--- src/rtl/lockrst_pkg.sv ---
// lockrst_pkg: shared defaults and types for the lock-qualified reset stretcher.
// Assumes nothing beyond IEEE 1800-2017 packages.
package lockrst_pkg;
    localparam int LOCKRST_HOLD_DEFAULT = 1024;
    localparam int LOCKRST_SYNC_DEFAULT = 2;

    // Bundle of the two asynchronous qualifiers, kept together through the synchronizer.
    typedef struct packed {
        logic req_ok;   // reset request released (high)
        logic locked;   // PLL reports lock
    } qual_t;
endpackage

--- src/rtl/lockrst_sync.sv ---
// lockrst_sync: multi-flop synchronizer for a vector of asynchronous levels.
// Assumes the inputs are quasi-static levels; each bit is synchronized on its own.
// Reset value of every stage is 0, so the qualifiers read "not ready" after reset.
module lockrst_sync #(
    parameter int WIDTH  = 2,
    parameter int STAGES = 2
) (
    input  logic             clk,
    input  logic             rst_n,
    input  logic [WIDTH-1:0] async_in,
    output logic [WIDTH-1:0] sync_out
);
    logic [WIDTH-1:0] stage_q [STAGES];

    genvar s;
    generate
        for (s = 0; s < STAGES; s++) begin : g_stage
            if (s == 0) begin : g_first
                // First stage: capture the asynchronous level.
                always_ff @(posedge clk) begin
                    if (!rst_n) stage_q[0] <= '0;
                    else        stage_q[0] <= async_in;
                end
            end else begin : g_next
                // Later stages: let metastability settle.
                always_ff @(posedge clk) begin
                    if (!rst_n) stage_q[s] <= '0;
                    else        stage_q[s] <= stage_q[s-1];
                end
            end
        end
    endgenerate

    assign sync_out = stage_q[STAGES-1];
endmodule

--- src/rtl/lockrst_stretch.sv ---
// lockrst_stretch: saturating stretch counter with a registered release flag.
// Assumes `qual` is synchronous to clk. The counter clears whenever qual is low.
// It climbs to HOLD_CYCLES-1 and parks there. The release flag sets one edge
// after the terminal value is seen with qual still high.
module lockrst_stretch #(
    parameter int HOLD_CYCLES = 1024
) (
    input  logic clk,
    input  logic rst_n,
    input  logic qual,
    output logic released
);
    localparam int CW = (HOLD_CYCLES > 2) ? $clog2(HOLD_CYCLES) : 1;
    localparam logic [CW-1:0] TERM = CW'(HOLD_CYCLES - 1);

    logic [CW-1:0] cnt_q;
    logic          at_term;

    assign at_term = (cnt_q == TERM);

    // Counter: clear when not qualified, else count up and hold at terminal.
    always_ff @(posedge clk) begin
        if (!rst_n)        cnt_q <= '0;
        else if (!qual)    cnt_q <= '0;
        else if (!at_term) cnt_q <= cnt_q + 1'b1;
    end

    // Release flag: set only while qualified and the count has completed.
    always_ff @(posedge clk) begin
        if (!rst_n) released <= 1'b0;
        else        released <= qual && at_term;
    end
endmodule

--- src/rtl/lockrst_seq.sv ---
// lockrst_seq: open-drain style processor reset that doubles as a lock flag.
// Assumes clk is the system output-rate clock and rst_n is a synchronous
// power-on reset. The line is pulled low until both the request and lock
// are high and the stretch count has run. It is never driven high.
module lockrst_seq
    import lockrst_pkg::*;
#(
    parameter int HOLD_CYCLES = LOCKRST_HOLD_DEFAULT,
    parameter int SYNC_STAGES = LOCKRST_SYNC_DEFAULT
) (
    input  logic clk,
    input  logic rst_n,
    input  logic rst_req_n,
    input  logic pll_locked,
    output logic pull_low_en,
    output logic rst_level
);
    localparam int QW = $bits(qual_t);

    qual_t raw_q, syn_q;
    logic  qual_ok;
    logic  released;

    // Gather the asynchronous qualifiers into one bundle.
    always_comb begin
        raw_q.req_ok = rst_req_n;
        raw_q.locked = pll_locked;
    end

    lockrst_sync #(
        .WIDTH  (QW),
        .STAGES (SYNC_STAGES)
    ) u_sync (
        .clk      (clk),
        .rst_n    (rst_n),
        .async_in (raw_q),
        .sync_out (syn_q)
    );

    // Both conditions must hold for the stretch to progress.
    assign qual_ok = syn_q.req_ok && syn_q.locked;

    lockrst_stretch #(
        .HOLD_CYCLES (HOLD_CYCLES)
    ) u_stretch (
        .clk      (clk),
        .rst_n    (rst_n),
        .qual     (qual_ok),
        .released (released)
    );

    // Open-drain model: drive low until released, then float to the pull-up.
    assign pull_low_en = !released;
    assign rst_level   = pull_low_en ? 1'b0 : 1'b1;
endmodule

--- config.mk ---
export PLATFORM = sky130hd
export DESIGN_NAME = lockrst_seq
export DESIGN_NICKNAME = d
export VERILOG_FILES = /design/src/rtl/lockrst_pkg.sv /design/src/rtl/lockrst_sync.sv /design/src/rtl/lockrst_stretch.sv /design/src/rtl/lockrst_seq.sv
export SDC_FILE = /design/constraint.sdc
export NUM_CORES = 1
export LEC_CHECK = 0
export BUFFER_PORTS_ARGS = -buffer_cell sky130_fd_sc_hd__buf_4
export CAP_MARGIN = 15
export CORE_MARGIN = 1.5
export CORE_UTILIZATION = 50
export DETAILED_ROUTE_END_ITERATION = 8
export GPL_ROUTABILITY_DRIVEN = 0
export PLACE_DENSITY_LB_ADDON = 0.2
export SYNTH_ARGS = -nofsm -noshare
export SYNTH_HDL_FRONTEND = slang
export SYNTH_SLANG_ARGS = --single-unit
export TNS_END_PERCENT = 20
--- constraint.sdc ---
create_clock -name clk -period 1.6 [get_ports clk]
set_input_delay 0.48 -clock clk [delete_from_list [all_inputs] [get_ports clk]]
set_output_delay 0.48 -clock clk [all_outputs]
set_load 0.1 [all_outputs]
==> impl_metrics.ini <==
[place]
port-buffer-count = 5
placed_cells = 91
place_hpwl_um = 909

[clock_tree]
clkSlewWorstSetupHoldPaths_ps = 90
clk_latency_ps = 290
postCtsHoldBufs = 0
cts_tree = built
cts_buffer_depth = 2
root_buffer = clkbuf_4
numCtsBuffers = 3
htreeDepth = 1
postCtsSetupBuffers = 0
cts.sinks = 15
cts_resized = 0

[synth]
yosysMostFrequentCell = dfxtp_1
netlist_area_sq_um = 686
synthAdderAreaFrac_pct = 1.82
synth.area.mux_share_pct = 2.92
postSynthAreaPerCell_sq_um = 9.52
synth_compound_area_share_pct = 17.3
synth_cell_types = 28
netlist.area_leader.share_pct = 43.8
synth_top_family_by_area = simple AND/OR/NAND/NOR gates
ys_ff_latch = 15
synthTopCellsByCount = 15 x dfxtp_1, 7 x and2_1, 5 x nand2_1
synthSimpleGateAreaFrac_pct = 31.9
async_flop_share_pct = 0
synth_edf_count = 0
ys_warn_count = 0
synth_fp_nets = 77
synth_top_area_cell = dfxtp_1
synthXorXnorAreaFrac_pct = 0
synth_ff_type = dfxtp_1
synth.area.top_cells = dfxtp_1 44%, and2_1 6.4%, and4_1 3.8%
ys_seq_area_share_pct = 43.8
synthCells = 72

[critical_path]
path_max_fanout = 5
critPathLaunchType = register
path_class = reg -> reg
worstPathArrival_ps = 1690
end_kind = register
cp_cell_sequence = ha_1, and2_1, a311oi_1, mux2i_1
crit_slowest_cell = a311oi_1
cpPeakStageDelay_ps = 360
crit_required_ps = 1820

[timing]
worst_pin_slew_ps = 357
clock_skew_ps = 8.21
rsz0062_at_grt = false
fin_crit_ps = 1470
finalHoldViolCount = 0
setup_viol = 0
fmax_ghz = 0.678
slew_headroom_pct = 76.2
tns_ps = 0
final_max_slew_viol_count = 0
finalCritPeriodShare_pct = 92.2

[routing]
wl_per_cell_um = 13.1
vias = 586
vias_per_cell = 6.17
drt-total-wl_um = 1240
drc = 0
drtAntennaViolNets = 0
drtIter0Drc = 22
dr.pass1.iters = 4

[cells_and_area]
fin_nets = 86
layout-drive-gt1-share_pct = 18.8
synthToLayoutAreaGrowth_pct = 12.2
n_antenna_cell = 0
finalNonFillerCells = 95
nFillCells = 118

[global_routing]
grt_overflow_total = 0
grt_max_degree = 10
grt_antenna_before_repair = 0
grt_pass1_vias = 454
grt_usage_pct = 19.1
grt_pass1_wl_um = 1980

[pwr]
cellLeakagePower_nw = 0.262
power_density_nw_per_um2 = 785
vdd_ir_drop_max_uv = 475

[hold_path]
hp-class = in -> reg

[floorplanning]
die_area_sq_um = 1600
num_rows = 13
coreArea_sq_um = 1280
die_h_um = 40.0
start_util_pct = 53.4
die_x_um = 40.0
ios = 6

[status]
status = completed

[run]
maxCapViolCount = 0
==> cell families (layout without fill, tap and decap cells) <==
kind of cell    count (synthesis)  after routing
compound gates                 15             15
flops                          15             15
mux                             2              2
simple gates                   36             36
buf+inv                         3             11
fa+ha+maj                       1              1
==> per-stage QoR <==
stage | instance area [sq um] | setup slack [ps] | hold WS [ps] | power [mW] | utilization, %
after floorplan | 693 | 93.8 | 412 | 0.390 | -
after global placement | 742 | 181 | 415 | 0.397 | 57.7
after detailed placement | 742 | 149 | 426 | 0.397 | 57.7
after CTS | 769 | 129 | 387 | 0.611 | 59.9
after global routing | 769 | 37.4 | 391 | 0.624 | 59.9
final | 769 | 126 | 393 | 0.604 | 59.9
==> power breakdown <==
part,switching (mW),internal (mW),total [mW]
logic,0.00340,0.00729,0.0107
registers,0.00166,0.376,0.378
clock network,0.123,0.0928,0.216
==> worst max-delay path, delay by kind of cell (launching register included) <==
family	cells	cell delay [ps]
multiplexers	1	210
adder cells (fa/ha/maj)	1	250
AO/OA/AOI/OAI	1	360
flip-flops	1	350
AND/OR/NAND/NOR	1	230
==> registers in the layout, summed over array words and instances (netlist names) <==
signal and flops:
u_stretch.cnt_q 10, u_stretch.released 1, u_sync.stage_q 4
==> worst paths after layout <==
path | from | endpoint | slack [ps] | depth (start not counted)
setup / recovery | u_stretch.cnt_q[0]$_SDFFE_PN0P_ | u_stretch.cnt_q[5]$_SDFFE_PN0P_ | 130 | 4
setup reg to reg | u_stretch.cnt_q[0]$_SDFFE_PN0P_ | u_stretch.cnt_q[5]$_SDFFE_PN0P_ | 130 | 4
hold reg to reg | u_sync.stage_q[0][0]$_SDFF_PN0_ | u_sync.stage_q[1][0]$_SDFF_PN0_ | 440 | 1
hold / removal | pll_locked | u_sync.stage_q[0][0]$_SDFF_PN0_ | 390 | 2
==> placed cells by master, fill, tap and decap left out, types with 2 or more instances in the layout <==
| cell | n |
|---|---|
| and3_1 | 3 |
| mux2i_1 | 2 |
| a21oi_1 | 2 |
| nor3_1 | 3 |
| nor4_1 | 2 |
| nor2_1 | 2 |
| nand2_1 | 5 |
| buf_4 | 5 |
| and2_1 | 7 |
| dfxtp_1 | 14 |
| nand2b_1 | 3 |
| a31oi_1 | 4 |
| clkbuf_4 | 3 |
| a211oi_2 | 2 |
| nand3_1 | 4 |
| and4_1 | 3 |
==> cell type report <==
cell class	count	area [sq um]	share of cell area [%]
multi-input cells	54	370	48.1
flip-flops and latches	15	304	39.5
repair buffers	5	37.5	4.88
clock buffers	3	22.5	2.93
well taps	15	18.8	2.44
inverters	2	11.3	1.46
clock inverters	1	5.00	0.650
==> metal layers <==
metal  up-vias  track usage, %  share of wire, %
met3         2            3.33               5.6
met1       271            27.1                49
met5         -               0                 0
li1        290               -                 -
met2        23            25.8                44
met4         0            12.9               1.4
Power figures use the tool's default switching activity.
